[config.mk]
export PLATFORM = sky130hd
export DESIGN_NAME = spi_byte_ctrl
export DESIGN_NICKNAME = d
export VERILOG_FILES = /design/src/rtl/spi_byte_pkg.sv /design/src/rtl/spi_sync.sv /design/src/rtl/spi_master_eng.sv /design/src/rtl/spi_slave_eng.sv /design/src/rtl/spi_regs.sv /design/src/rtl/spi_byte_ctrl.sv
export SDC_FILE = /design/constraint.sdc
export NUM_CORES = 1
export LEC_CHECK = 0
export BUFFER_PORTS_ARGS = -buffer_cell sky130_fd_sc_hd__clkbuf_2
export CAP_MARGIN = 20
export CORE_MARGIN = 1.5
export CORE_UTILIZATION = 45
export DETAILED_ROUTE_END_ITERATION = 7
export SETUP_SLACK_MARGIN = 0.05
export SLEW_MARGIN = 25
export SYNTH_ARGS = -nofsm -noshare
export SYNTH_HDL_FRONTEND = slang
export SYNTH_SLANG_ARGS = --single-unit
[constraint.sdc]
create_clock -name clk -period 1.7 [get_ports clk]
set_clock_uncertainty 0.05 [all_clocks]
set_input_delay 0.17 -clock clk [delete_from_list [all_inputs] [get_ports clk]]
set_output_delay 0.17 -clock clk [all_outputs]
set_load 0.1 [all_outputs]
[src/rtl/spi_byte_pkg.sv]
package spi_byte_pkg;

    localparam int BYTE_W = 8;

    // register addresses
    localparam logic [1:0] ADDR_CTRL = 2'd0;
    localparam logic [1:0] ADDR_STAT = 2'd1;
    localparam logic [1:0] ADDR_DATA = 2'd2;

    // control bit positions
    localparam int CTRL_IRQ_BIT = 7;
    localparam int CTRL_MST_BIT = 1;
    localparam int CTRL_EN_BIT  = 0;

    // status bit positions
    localparam int ST_DONE_BIT = 7;
    localparam int ST_WCOL_BIT = 5;
    localparam int ST_MODF_BIT = 4;

    typedef struct packed {
        logic irq_en;
        logic master;
        logic enable;
    } ctrl_t;

    typedef struct packed {
        logic done;
        logic wcol;
        logic modf;
    } flags_t;

    function automatic ctrl_t unpack_ctrl(input logic [BYTE_W-1:0] v);
        ctrl_t c;
        c.irq_en = v[CTRL_IRQ_BIT];
        c.master = v[CTRL_MST_BIT];
        c.enable = v[CTRL_EN_BIT];
        return c;
    endfunction

    function automatic logic [BYTE_W-1:0] pack_ctrl(input ctrl_t c);
        logic [BYTE_W-1:0] v;
        v = '0;
        v[CTRL_IRQ_BIT] = c.irq_en;
        v[CTRL_MST_BIT] = c.master;
        v[CTRL_EN_BIT]  = c.enable;
        return v;
    endfunction

    function automatic logic [BYTE_W-1:0] pack_stat(input flags_t f);
        logic [BYTE_W-1:0] v;
        v = '0;
        v[ST_DONE_BIT] = f.done;
        v[ST_WCOL_BIT] = f.wcol;
        v[ST_MODF_BIT] = f.modf;
        return v;
    endfunction

endpackage

[src/rtl/spi_sync.sv]
module spi_sync #(
    parameter int STAGES = 2,
    parameter int WIDTH  = 1,
    parameter logic [WIDTH-1:0] RST_VAL = '0
) (
    input  logic             clk,
    input  logic             rst,
    input  logic [WIDTH-1:0] d,
    output logic [WIDTH-1:0] q
);
    logic [WIDTH-1:0] chain [STAGES];

    always_ff @(posedge clk) begin
        if (rst) chain[0] <= RST_VAL;
        else     chain[0] <= d;
    end

    for (genvar i = 1; i < STAGES; i++) begin : g_stage
        always_ff @(posedge clk) begin
            if (rst) chain[i] <= RST_VAL;
            else     chain[i] <= chain[i-1];
        end
    end

    assign q = chain[STAGES-1];
endmodule

[src/rtl/spi_master_eng.sv]
module spi_master_eng #(
    parameter int DW = 8
) (
    input  logic          clk,
    input  logic          rst,
    input  logic          tick,
    input  logic          load_req,
    input  logic [DW-1:0] tx_byte,
    input  logic          miso,
    input  logic          abort,
    output logic          busy,
    output logic          sck,
    output logic          mosi,
    output logic          done,
    output logic [DW-1:0] rx_byte
);
    localparam int CW = $clog2(DW);
    localparam logic [CW-1:0] LAST = CW'(DW - 1);

    logic [DW-1:0] sh;
    logic [CW-1:0] cnt;
    logic          samp, sck_q, busy_q, done_q;
    logic [DW-1:0] rx_q;

    always_ff @(posedge clk) begin
        if (rst) begin
            sh <= '0; cnt <= '0; samp <= 1'b0; sck_q <= 1'b0;
            busy_q <= 1'b0; done_q <= 1'b0; rx_q <= '0;
        end else begin
            done_q <= 1'b0;
            if (abort) begin
                busy_q <= 1'b0;
                sck_q  <= 1'b0;
                cnt    <= '0;
            end else if (!busy_q) begin
                if (load_req) begin
                    sh     <= tx_byte;
                    busy_q <= 1'b1;
                    cnt    <= '0;
                    sck_q  <= 1'b0;
                end
            end else if (tick) begin
                if (!sck_q) begin
                    sck_q <= 1'b1;
                    samp  <= miso;
                end else begin
                    sck_q <= 1'b0;
                    sh    <= {sh[DW-2:0], samp};
                    cnt   <= cnt + 1'b1;
                    if (cnt == LAST) begin
                        busy_q <= 1'b0;
                        done_q <= 1'b1;
                        rx_q   <= {sh[DW-2:0], samp};
                    end
                end
            end
        end
    end

    assign busy    = busy_q;
    assign sck     = sck_q;
    assign mosi    = busy_q ? sh[DW-1] : 1'b0;
    assign done    = done_q;
    assign rx_byte = rx_q;

    // serial clock idles low outside a transfer
    assert_sck_idle_R2: assert property (@(posedge clk) disable iff (rst)
        !busy_q |-> !sck_q);

    // a colliding write leaves the byte in flight untouched
    assert_collide_keeps_R4: assert property (@(posedge clk) disable iff (rst)
        (busy_q && load_req && !tick) |=> ($stable(sh) && busy_q));

    // abort ends the transfer
    assert_abort_stops_R6: assert property (@(posedge clk) disable iff (rst)
        abort |=> (!busy_q && !sck_q && !done_q));

    // done only after a transfer ended
    assert_done_end_R3: assert property (@(posedge clk) disable iff (rst)
        done_q |-> !busy_q);
endmodule

[src/rtl/spi_slave_eng.sv]
module spi_slave_eng #(
    parameter int DW = 8
) (
    input  logic          clk,
    input  logic          rst,
    input  logic          active,
    input  logic          ss_n,
    input  logic          sck,
    input  logic          mosi,
    input  logic          load,
    input  logic [DW-1:0] tx_byte,
    output logic          busy,
    output logic          miso,
    output logic          done,
    output logic [DW-1:0] rx_byte
);
    localparam int CW = $clog2(DW);
    localparam logic [CW-1:0] LAST = CW'(DW - 1);

    logic          sel, sck_prev, rise, fall, samp, done_q;
    logic [DW-1:0] sh, rx_q;
    logic [CW-1:0] cnt;

    assign sel  = active && !ss_n;
    assign rise = sck && !sck_prev;
    assign fall = !sck && sck_prev;

    always_ff @(posedge clk) begin
        if (rst) begin
            sck_prev <= 1'b0; samp <= 1'b0; done_q <= 1'b0;
            sh <= '0; rx_q <= '0; cnt <= '0;
        end else begin
            done_q   <= 1'b0;
            sck_prev <= sck;
            if (!sel) begin
                cnt <= '0;
                if (load) sh <= tx_byte;
            end else begin
                if (rise) samp <= mosi;
                if (fall) begin
                    sh  <= {sh[DW-2:0], samp};
                    cnt <= cnt + 1'b1;
                    if (cnt == LAST) begin
                        done_q <= 1'b1;
                        rx_q   <= {sh[DW-2:0], samp};
                    end
                end
            end
        end
    end

    assign busy    = sel;
    assign miso    = sel ? sh[DW-1] : 1'b0;
    assign done    = done_q;
    assign rx_byte = rx_q;

    // bit counter restarts whenever the block is deselected
    assert_slave_restart_R9: assert property (@(posedge clk) disable iff (rst)
        !sel |=> (cnt == '0));
endmodule

[src/rtl/spi_regs.sv]
module spi_regs
    import spi_byte_pkg::*;
(
    input  logic   clk,
    input  logic   rst,
    input  logic   wr_ctrl,
    input  ctrl_t  wr_val,
    input  logic   rd_stat,
    input  logic   set_done,
    input  logic   set_wcol,
    input  logic   set_modf,
    output ctrl_t  ctrl,
    output flags_t flags,
    output logic   irq
);
    always_ff @(posedge clk) begin
        if (rst) begin
            ctrl  <= '0;
            flags <= '0;
        end else begin
            if (wr_ctrl) ctrl.irq_en <= wr_val.irq_en;
            if (set_modf) begin
                ctrl.master <= 1'b0;
                ctrl.enable <= 1'b0;
            end else if (wr_ctrl) begin
                ctrl.master <= wr_val.master && !flags.modf;
                ctrl.enable <= wr_val.enable && !flags.modf;
            end
            flags.done <= (flags.done && !rd_stat) || set_done;
            flags.wcol <= (flags.wcol && !rd_stat) || set_wcol;
            flags.modf <= (flags.modf && !rd_stat) || set_modf;
        end
    end

    assign irq = ctrl.irq_en && (flags.done || flags.wcol || flags.modf);

    assert_fault_drops_R6: assert property (@(posedge clk) disable iff (rst)
        set_modf |=> (!ctrl.enable && !ctrl.master && flags.modf));

    assert_fault_lock_R7: assert property (@(posedge clk) disable iff (rst)
        (flags.modf && wr_ctrl) |=> (!ctrl.enable && !ctrl.master));

    assert_wcol_clear_R5: assert property (@(posedge clk) disable iff (rst)
        (rd_stat && flags.wcol && !set_wcol) |=> !flags.wcol);

    assert_irq_drop_R8: assert property (@(posedge clk) disable iff (rst)
        (rd_stat && !set_done && !set_wcol && !set_modf) |=> !irq);
endmodule

[src/rtl/spi_byte_ctrl.sv]
module spi_byte_ctrl
    import spi_byte_pkg::*;
#(
    parameter int SYNC_STAGES = 2
) (
    input  logic              clk,
    input  logic              rst,
    input  logic              bit_tick,
    input  logic [1:0]        reg_sel,
    input  logic              wr_en,
    input  logic              rd_en,
    input  logic [BYTE_W-1:0] wr_data,
    output logic [BYTE_W-1:0] rd_data,
    output logic              sck_o,
    output logic              mosi_o,
    input  logic              miso_i,
    input  logic              ss_n_i,
    input  logic              sck_i,
    input  logic              mosi_i,
    output logic              miso_o,
    output logic              irq_o
);
    logic ss_n_s, sck_s, mosi_s;

    spi_sync #(.STAGES(SYNC_STAGES), .WIDTH(1), .RST_VAL(1'b1)) u_sync_ss (
        .clk(clk), .rst(rst), .d(ss_n_i), .q(ss_n_s));
    spi_sync #(.STAGES(SYNC_STAGES), .WIDTH(2), .RST_VAL(2'b00)) u_sync_bus (
        .clk(clk), .rst(rst), .d({sck_i, mosi_i}), .q({sck_s, mosi_s}));

    ctrl_t  ctrl;
    flags_t flags;

    logic wr_ctrl, wr_dat, rd_stat;
    logic fault, m_busy, s_busy, busy_any;
    logic m_load, s_load, m_done, s_done;
    logic [BYTE_W-1:0] m_rx, s_rx, rx_q;

    assign wr_ctrl  = wr_en && (reg_sel == ADDR_CTRL);
    assign wr_dat   = wr_en && (reg_sel == ADDR_DATA);
    assign rd_stat  = rd_en && (reg_sel == ADDR_STAT);
    assign busy_any = m_busy || s_busy;
    assign fault    = ctrl.enable && ctrl.master && !ss_n_s;
    assign m_load   = wr_dat && ctrl.enable && ctrl.master && !fault;
    assign s_load   = wr_dat && ctrl.enable && !ctrl.master;

    spi_master_eng #(.DW(BYTE_W)) u_master (
        .clk(clk), .rst(rst), .tick(bit_tick), .load_req(m_load),
        .tx_byte(wr_data), .miso(miso_i), .abort(fault), .busy(m_busy),
        .sck(sck_o), .mosi(mosi_o), .done(m_done), .rx_byte(m_rx));

    spi_slave_eng #(.DW(BYTE_W)) u_slave (
        .clk(clk), .rst(rst), .active(ctrl.enable && !ctrl.master),
        .ss_n(ss_n_s), .sck(sck_s), .mosi(mosi_s), .load(s_load),
        .tx_byte(wr_data), .busy(s_busy), .miso(miso_o), .done(s_done),
        .rx_byte(s_rx));

    spi_regs u_regs (
        .clk(clk), .rst(rst), .wr_ctrl(wr_ctrl), .wr_val(unpack_ctrl(wr_data)),
        .rd_stat(rd_stat), .set_done(m_done || s_done),
        .set_wcol(wr_dat && busy_any), .set_modf(fault),
        .ctrl(ctrl), .flags(flags), .irq(irq_o));

    always_ff @(posedge clk) begin
        if (rst)         rx_q <= '0;
        else if (m_done) rx_q <= m_rx;
        else if (s_done) rx_q <= s_rx;
    end

    always_comb begin
        case (reg_sel)
            ADDR_CTRL: rd_data = pack_ctrl(ctrl);
            ADDR_STAT: rd_data = pack_stat(flags);
            ADDR_DATA: rd_data = rx_q;
            default:   rd_data = '0;
        endcase
    end

    // a disabled block never drives a serial clock
    assert_idle_when_off_R10: assert property (@(posedge clk) disable iff (rst)
        (!ctrl.enable && !m_busy) |=> !sck_o);
endmodule

==> results_tabular.tex, run 1 <==
\begin{tabular}{lr}
\hline
Metric & Value \\
\hline
\multicolumn{2}{l}{\textbf{Status}} \\
\quad Result of the run & completed \\
\multicolumn{2}{l}{\textbf{Power and ir drop}} \\
\quad Switching Share & 21.9\% \\
\quad Static leakage & 1.31 nW \\
\quad Internal Dissipation & 2.19 mW \\
\quad Total power draw & 2.80 mW \\
\quad Clock share of power & 39.7\% \\
\quad Pwr per Cell Area & 789 mW/mm\^{}2 \\
\quad Switching power summed over all nets & 0.615 mW \\
\quad Part of the total power dissipated in combinational logic & 5.3\% \\
\quad IR drop worst, VDD & 0.576 mV \\
\quad Sequential fraction of design power & 55.0\% \\
\multicolumn{2}{l}{\textbf{Logic synthesis}} \\
\quad Mapped cell area & 0.00286 mm\^{}2 \\
\quad Synthesized net count & 323 \\
\quad Synthesized flop and latch total & 65 \\
\quad Area contributors post-synth & dfxtp\_1 45\%, mux2i\_1 14\%, nor2\_1 6.4\% \\
\quad Mean instance size in the synthesized netlist & 9.55 um\^{}2 \\
\quad Yosys warnings & 0 \\
\quad Number of instances in the synthesized netlist & 300 \\
\quad Sequential element share of the synthesized area & 45.4\% \\
\quad Post-synth cell types & 38 \\
\quad Biggest area consumer among synthesized cells & dfxtp\_1 \\
\quad Proportion of netlist area held by the largest area contributor & 45.4\% \\
\multicolumn{2}{l}{\textbf{Route}} \\
\quad Count of nets left with antenna violations after detail routing & 0 \\
\quad Post-route DRC violation count & 0 \\
\quad Final wirelength & 6510 um \\
\quad Drt first-iter violations & 68 \\
\quad DR vias & 2278 \\
\quad Number of search-and-repair iterations in the first detailed-routing pass & 4 \\
\quad Routed length per instance & 15.5 um \\
\quad Via count normalized by instance count & 5.42 \\
\multicolumn{2}{l}{\textbf{Timing}} \\
\quad Transition time at the pin with the least slew margin & 0.610 ns \\
\quad Crit share post-route & 94.8\% \\
\quad Maximum clock frequency & 0.621 GHz \\
\quad Final worst path period need & 1.61 ns \\
\quad Worst slew margin & 59.3\% \\
\quad Sum Neg Setup Slack & 0 ns \\
\quad Final-report hold violation count & 0 \\
\quad Slew Viols, Final & 0 \\
\quad Setup Viol. Count Final & 0 \\
\quad RSZ-0062 raised after global routing & yes \\
\multicolumn{2}{l}{\textbf{Setup path}} \\
\quad Critical Path Sink & miso\_o \\
\quad Critical Path Max Stage Delay & 0.38 ns \\
\quad Maximum fanout along the worst path & 6 \\
\quad End of the worst register-to-register path & u\_slave.sh[1] \\
\quad Beginning of the critical path & u\_sync\_ss.chain[1] \\
\quad Crit path kind & flip-flop to primary output \\
\quad Length in cells of the worst reg-to-reg path & 4 \\
\quad Number of stages on the worst setup path & 4 \\
\quad Critical-path top delay cell & dfxtp\_4 \\
\quad Combined buffer and inverter count along the critical path & 2 \\
\quad Startpoint of the most critical register-to-register path & u\_sync\_ss.chain[1] \\
\quad Internal reg-to-reg setup slack & 0.14 ns \\
\quad Cell breakdown of the critical path & nor3b\_4 -> buf\_6 -> and2\_4 -> buf\_12 \\
\quad Req. time, crit path & 1.48 ns \\
\quad CP arrival & 1.39 ns \\
\quad Kind of end point of the critical path & primary output \\
\quad Category of the worst setup path launch point & flip-flop \\
\quad Top Family by Delay on Critical Path & flip-flops \\
\multicolumn{2}{l}{\textbf{Global route}} \\
\quad Total routing usage reported by global routing & 21.5\% \\
\quad Antenna violations before repair & 0 \\
\quad Via count of the first global-routing pass & 2160 \\
\quad Total overflow reported by the global router & 0 \\
\quad Largest net degree at the start of global routing & 54 \\
\quad Wire length of the first global-routing pass & 10700 um \\
\multicolumn{2}{l}{\textbf{Clock network}} \\
\quad Clk\_lat worst skew & 0.34 ns \\
\quad TritonCTS clock tree & done \\
\quad Number of buffers added by the clock tree synthesis step & 9 \\
\quad Maximum clock insertion buffer count & 2 \\
\quad CTS H-tree lvls & 3 \\
\quad Register clock-pin slew on the reported worst setup and hold paths & 0.06 ns \\
\quad Clk Tree Root Cell & clkbuf\_8 \\
\quad Clock sink count & 65 \\
\multicolumn{2}{l}{\textbf{Finish}} \\
\quad Fill cell instance count of the final layout & 539 \\
\quad Synthesis-to-layout area growth & 23.9\% \\
\quad Top library cells by usage in the layout, fill and taps aside & 58 x dfxtp\_1, 47 x nor2\_1, 40 x mux2i\_1, 23 x a21oi\_1, 19 x clkbuf\_2 \\
\quad Number of diodes added for antenna fixing & 0 \\
\quad Net count, final & 365 \\
\quad Leading cell type in the layout, fill and taps excluded & dfxtp\_1 \\
\quad Layout cells sized above 1 & 25.5\% \\
\multicolumn{2}{l}{\textbf{Die}} \\
\quad Horizontal die dimension & 82.8 um \\
\quad \# rows & 28 \\
\quad Top Ports & 31 \\
\quad Core Footprint & 0.00603 mm\^{}2 \\
\quad Total Die Area & 0.00685 mm\^{}2 \\
\quad Chip height & 82.8 um \\
\quad Starting Density & 47.5\% \\
\multicolumn{2}{l}{\textbf{Placed design}} \\
\quad Number of input and output port buffers inserted & 30 \\
\quad Post-DP HPWL & 4600 um \\
\quad Routability-driven placement congestion ratio & 0.818 \\
\multicolumn{2}{l}{\textbf{Job}} \\
\quad Number of maximum-capacitance violations & 0 \\
\multicolumn{2}{l}{\textbf{Worst hold path}} \\
\quad Hold/Removal Path Class & input pin to flip-flop \\
\hline
\end{tabular}
## Yosys cell counts
master	number
and3_1	1
a21boi_4	1
buf_6	3
nand2_1	14
nand2_2	1
nor3b_2	1
o31ai_4	1
or3_4	1
xnor2_1	1
nand2b_1	4
or3b_1	1
and2b_1	1
dfxtp_1	65
or2_2	3
buf_2	6
clkbuf_1	8
nor3b_1	2
buf_4	3
mux2i_1	40
a21oi_1	23
nor2_1	49
nand3b_1	5
nand4_1	3
o21ai_0	9
a21oi_2	2
nor3_1	3
o21bai_1	1
nand4b_4	1
a211oi_1	1
a311oi_1	14
nand3_1	5
nor2b_1	10
and2_1	6
a311oi_2	2
o31a_1	1
a22o_1	2
buf_1	2
ha_1	4
## how the worst min path moves through the flow
stage | from | slack, ns | cells past startpoint | endpoint
6_report | miso_i | 0.04 | 3 | u_master.samp
5_1_grt | miso_i | 0.07 | 3 | u_master.samp
4_1_cts | miso_i | 0.02 | 3 | u_master.samp
3_5_place_dp | ss_n_i | 0.31 | 2 | u_sync_ss.chain[0]
3_3_place_gp | ss_n_i | 0.31 | 2 | u_sync_ss.chain[0]
2_1_floorplan | ss_n_i | 0.23 | 1 | u_sync_ss.chain[0]
## cells by family after synthesis
logic type	share of synthesized area, %
buffers and inverters	4.33
flip-flops	45.4
AO/OA/AOI/OAI	14.4
XOR/XNOR	0.306
adder cells (fa/ha/maj)	1.75
AND/OR/NAND/NOR	19.8
multiplexers	14.0
## power groups by stage
stage               registers [mW]  logic, mW  clock network (mW)
finish                        1.54      0.148                1.11
global route                  1.54      0.161                1.22
CTS                           1.54      0.148                1.16
detailed placement            1.58      0.141                   0
global placement              1.58      0.142                   0
floorplan                     1.57     0.0810                   0
## state kept, by name (all words and copies together) (netlist names)
signal	flops
rx_q	8
u_master.busy	1
u_master.cnt	3
u_master.done	1
u_master.rx_byte	8
u_master.samp	1
u_master.sck	1
u_master.sh	8
u_regs.ctrl	3
u_regs.flags	3
u_slave.cnt	3
u_slave.done	1
u_slave.rx_byte	8
u_slave.samp	1
u_slave.sck_prev	1
u_slave.sh	8
u_sync_bus.chain	4
u_sync_ss.chain	2
## timing repair
item,in CTS,in global routing
buffers inserted,1,3
resized for setup,6,11
gates cloned,0,0
hold buffers,3,0
hold endpoints to repair,3,0
pin swaps,0,2
setup endpoints to repair,1,12
## tightest hold or removal path: stages
cell and delay (ns):
clkbuf_2 0.08, mux2i_1 0.06, nor2_1 0.08
## per-layer routing
| metal | up-vias | share of wire (%) | GRT usage [%] |
|---|---|---|---|
| met3 | 15 | 4.7 | 6.99 |
| met2 | 55 | 45 | 34.1 |
| li1 | 1143 | - | - |
| met4 | 0 | 2.2 | 7.67 |
| met5 | - | 0 | 0 |
| met1 | 1065 | 48 | 27.5 |
## layout make-up
type                       count  area (um^2)  share of cell area (%)
clock buffer                  14          163                    4.58
sequential                    65         1320                    37.2
multi-input combinational    213         1470                    41.5
timing repair buffer          53          500                    14.1
tap                           75         93.8                    2.64
## metrics by stage
| step | hold slack, ns | utilization, % | cells | setup slack (ns) | cell area, um^2 |
|---|---|---|---|---|---|
| 3_5_place_dp | 0.312 | 54.4 | 399 | 0.118 | 3280 |
| 5_1_grt | 0.0696 | 58.9 | 420 | 0.0387 | 3550 |
| 4_1_cts | 0.0243 | 58.0 | 417 | 0.0705 | 3500 |
| 2_1_floorplan | 0.227 | - | 300 | 0.0603 | 2880 |
| 6_report | 0.0365 | 58.9 | 420 | 0.0890 | 3550 |
| 3_3_place_gp | 0.307 | 54.4 | 399 | 0.161 | 3280 |
Note: power is estimated with default switching activity, not from simulation.
==> run 2: changes to the inputs <==
--- a/config.mk
+++ b/config.mk
@@ -10,6 +10,7 @@
 export CORE_MARGIN = 1.5
 export CORE_UTILIZATION = 45
 export DETAILED_ROUTE_END_ITERATION = 7
+export RECOVER_POWER = 25
 export SETUP_SLACK_MARGIN = 0.05
 export SLEW_MARGIN = 25
 export SYNTH_ARGS = -nofsm -noshare
==> run 2 against run 1 <==
  * Register-to-register slack better by 0.03 ns
  * Sequential share of layout area is 0.16 points higher
  * Global-route usage stayed put
  * First-iteration DRC count is 31% higher
  * Clock power hardly changed
  * Non-clock buffer count stayed put
  * Largest power group unchanged
  * Highest routed layer unchanged
==> results_tabular.tex, run 2 (same netlist as run 1, synthesis figures left out) <==
\begin{tabular}{lr}
\hline
Metric & Value \\
\hline
\multicolumn{2}{l}{\textbf{Status}} \\
\quad Result of the run & completed \\
\multicolumn{2}{l}{\textbf{Timing}} \\
\quad Final hold slack & 0.0358 ns \\
\quad Worst slew margin & 59.1\% \\
\quad Crit share post-route & 94.7\% \\
\quad Final-report hold violation count & 0 \\
\quad RSZ-0062 raised after global routing & yes \\
\quad Sum Neg Setup Slack & 0 ns \\
\quad Transition time at the pin with the least slew margin & 0.613 ns \\
\quad Slew Viols, Final & 0 \\
\quad Setup Viol. Count Final & 0 \\
\quad Maximum clock frequency & 0.621 GHz \\
\quad Final worst path period need & 1.61 ns \\
\multicolumn{2}{l}{\textbf{Finish}} \\
\quad Final core utilization & 58.7\% \\
\quad Number of diodes added for antenna fixing & 0 \\
\quad Layout cells sized above 1 & 24.6\% \\
\quad Synthesis-to-layout area growth & 23.4\% \\
\quad Top library cells by usage in the layout, fill and taps aside & 58 x dfxtp\_1, 47 x nor2\_1, 40 x mux2i\_1, 23 x a21oi\_1, 20 x clkbuf\_2 \\
\quad Number of standard cells in the final layout excluding fillers & 420 \\
\quad Net count, final & 365 \\
\quad Leading cell type in the layout, fill and taps excluded & dfxtp\_1 \\
\multicolumn{2}{l}{\textbf{Global route}} \\
\quad Total routing usage reported by global routing & 21.5\% \\
\quad Largest net degree at the start of global routing & 54 \\
\quad Total overflow reported by the global router & 0 \\
\quad Via count of the first global-routing pass & 2160 \\
\quad Wire length of the first global-routing pass & 10700 um \\
\quad Antenna violations before repair & 0 \\
\multicolumn{2}{l}{\textbf{Clock network}} \\
\quad Register clock-pin slew on the reported worst setup and hold paths & 0.06 ns \\
\quad CTS H-tree lvls & 3 \\
\quad TritonCTS clock tree & done \\
\quad Maximum clock insertion buffer count & 2 \\
\quad Clock sink count & 65 \\
\quad Number of buffers added by the clock tree synthesis step & 9 \\
\quad Clk\_lat worst skew & 0.34 ns \\
\quad Clk Tree Root Cell & clkbuf\_8 \\
\multicolumn{2}{l}{\textbf{Setup path}} \\
\quad Maximum fanout along the worst path & 6 \\
\quad Crit path kind & flip-flop to primary output \\
\quad Beginning of the critical path & u\_sync\_ss.chain[1] \\
\quad End of the worst register-to-register path & u\_slave.sh[5] \\
\quad CP arrival & 1.39 ns \\
\quad Length in cells of the worst reg-to-reg path & 4 \\
\quad Kind of end point of the critical path & primary output \\
\quad Startpoint of the most critical register-to-register path & u\_sync\_ss.chain[1] \\
\quad Req. time, crit path & 1.48 ns \\
\quad Category of the worst setup path launch point & flip-flop \\
\quad Critical Path Sink & miso\_o \\
\quad Internal reg-to-reg setup slack & 0.17 ns \\
\multicolumn{2}{l}{\textbf{Die}} \\
\quad Top Ports & 31 \\
\quad Chip height & 82.8 um \\
\quad Horizontal die dimension & 82.8 um \\
\quad Total Die Area & 0.00685 mm\^{}2 \\
\quad Starting Density & 47.5\% \\
\quad Core Footprint & 0.00603 mm\^{}2 \\
\quad \# rows & 28 \\
\multicolumn{2}{l}{\textbf{Worst hold path}} \\
\quad Hold/Removal Path Class & input pin to flip-flop \\
\quad Number of cells on the worst hold path & 3 \\
\multicolumn{2}{l}{\textbf{Route}} \\
\quad DR vias & 2276 \\
\quad Count of nets left with antenna violations after detail routing & 0 \\
\quad Drt first-iter violations & 89 \\
\quad Via count normalized by instance count & 5.42 \\
\quad Post-route DRC violation count & 0 \\
\quad Routed length per instance & 15.5 um \\
\quad Final wirelength & 6490 um \\
\quad Number of search-and-repair iterations in the first detailed-routing pass & 4 \\
\multicolumn{2}{l}{\textbf{Placed design}} \\
\quad Post-DP HPWL & 4600 um \\
\quad Routability-driven placement congestion ratio & 0.818 \\
\quad Number of input and output port buffers inserted & 30 \\
\quad Cells after DPL & 399 \\
\multicolumn{2}{l}{\textbf{Power and ir drop}} \\
\quad Switching power summed over all nets & 0.616 mW \\
\quad Pwr per Cell Area & 793 mW/mm\^{}2 \\
\quad IR drop worst, VDD & 0.576 mV \\
\quad Clock share of power & 39.8\% \\
\quad Total power draw & 2.80 mW \\
\quad Internal Dissipation & 2.19 mW \\
\quad Switching Share & 22.0\% \\
\quad Part of the total power dissipated in combinational logic & 5.2\% \\
\quad Static leakage & 1.30 nW \\
\quad Sequential fraction of design power & 55.0\% \\
\multicolumn{2}{l}{\textbf{Job}} \\
\quad Number of maximum-capacitance violations & 0 \\
\hline
\end{tabular}
## run 2: power groups by stage
stage	Sequential, mW	Combinational [mW]	Clock, mW
floorplan	1.57	0.0810	0
global placement	1.58	0.142	0
detailed placement	1.58	0.141	0
CTS	1.54	0.148	1.16
global route	1.54	0.160	1.22
finish	1.54	0.146	1.12
## run 2: timing repair
item,CTS,global route
hold endpoints to repair,3,0
hold buffers,3,0
setup endpoints to repair,1,12
gates resized for setup,6,11
setup buffers,1,3
pin swaps,0,2
## run 2: critical path, cell delays in order, from the launching register on
cell     delay, ns
dfxtp_4       0.38
nor3b_4       0.23
buf_6         0.14
and2_4        0.15
buf_12        0.16
## run 2: area by class of cell
type	count	area [um^2]
fill	545	2490
clock buffer	14	163
sequential	65	1320
timing repair buffer	53	490
tap	75	93.8
multi-input combinational	213	1470
## run 2: worst min path at each step
| stage | start | to | slack [ns] |
|---|---|---|---|
| 3_5_place_dp | ss_n_i | u_sync_ss.chain[0] | 0.31 |
| 6_report | miso_i | u_master.samp | 0.04 |
| 5_1_grt | miso_i | u_master.samp | 0.07 |
| 2_1_floorplan | ss_n_i | u_sync_ss.chain[0] | 0.23 |
| 4_1_cts | miso_i | u_master.samp | 0.02 |
| 3_3_place_gp | ss_n_i | u_sync_ss.chain[0] | 0.31 |
## run 2: per-stage QoR
step	setup slack, ns	instance area, um^2
global route	0.0387	3530
detailed placement	0.118	3280
global placement	0.161	3280
CTS	0.0705	3500
floorplan	0.0603	2880
finish	0.0905	3530
## run 2: metal layers
| metal | part of all wire (%) | up-vias | global-route usage (%) |
|---|---|---|---|
| met5 | 0 | - | 0 |
| met4 | 2.2 | 0 | 7.67 |
| met3 | 4.5 | 15 | 6.99 |
| met2 | 45 | 52 | 34.1 |
| met1 | 48 | 1066 | 27.5 |
| li1 | - | 1143 | - |
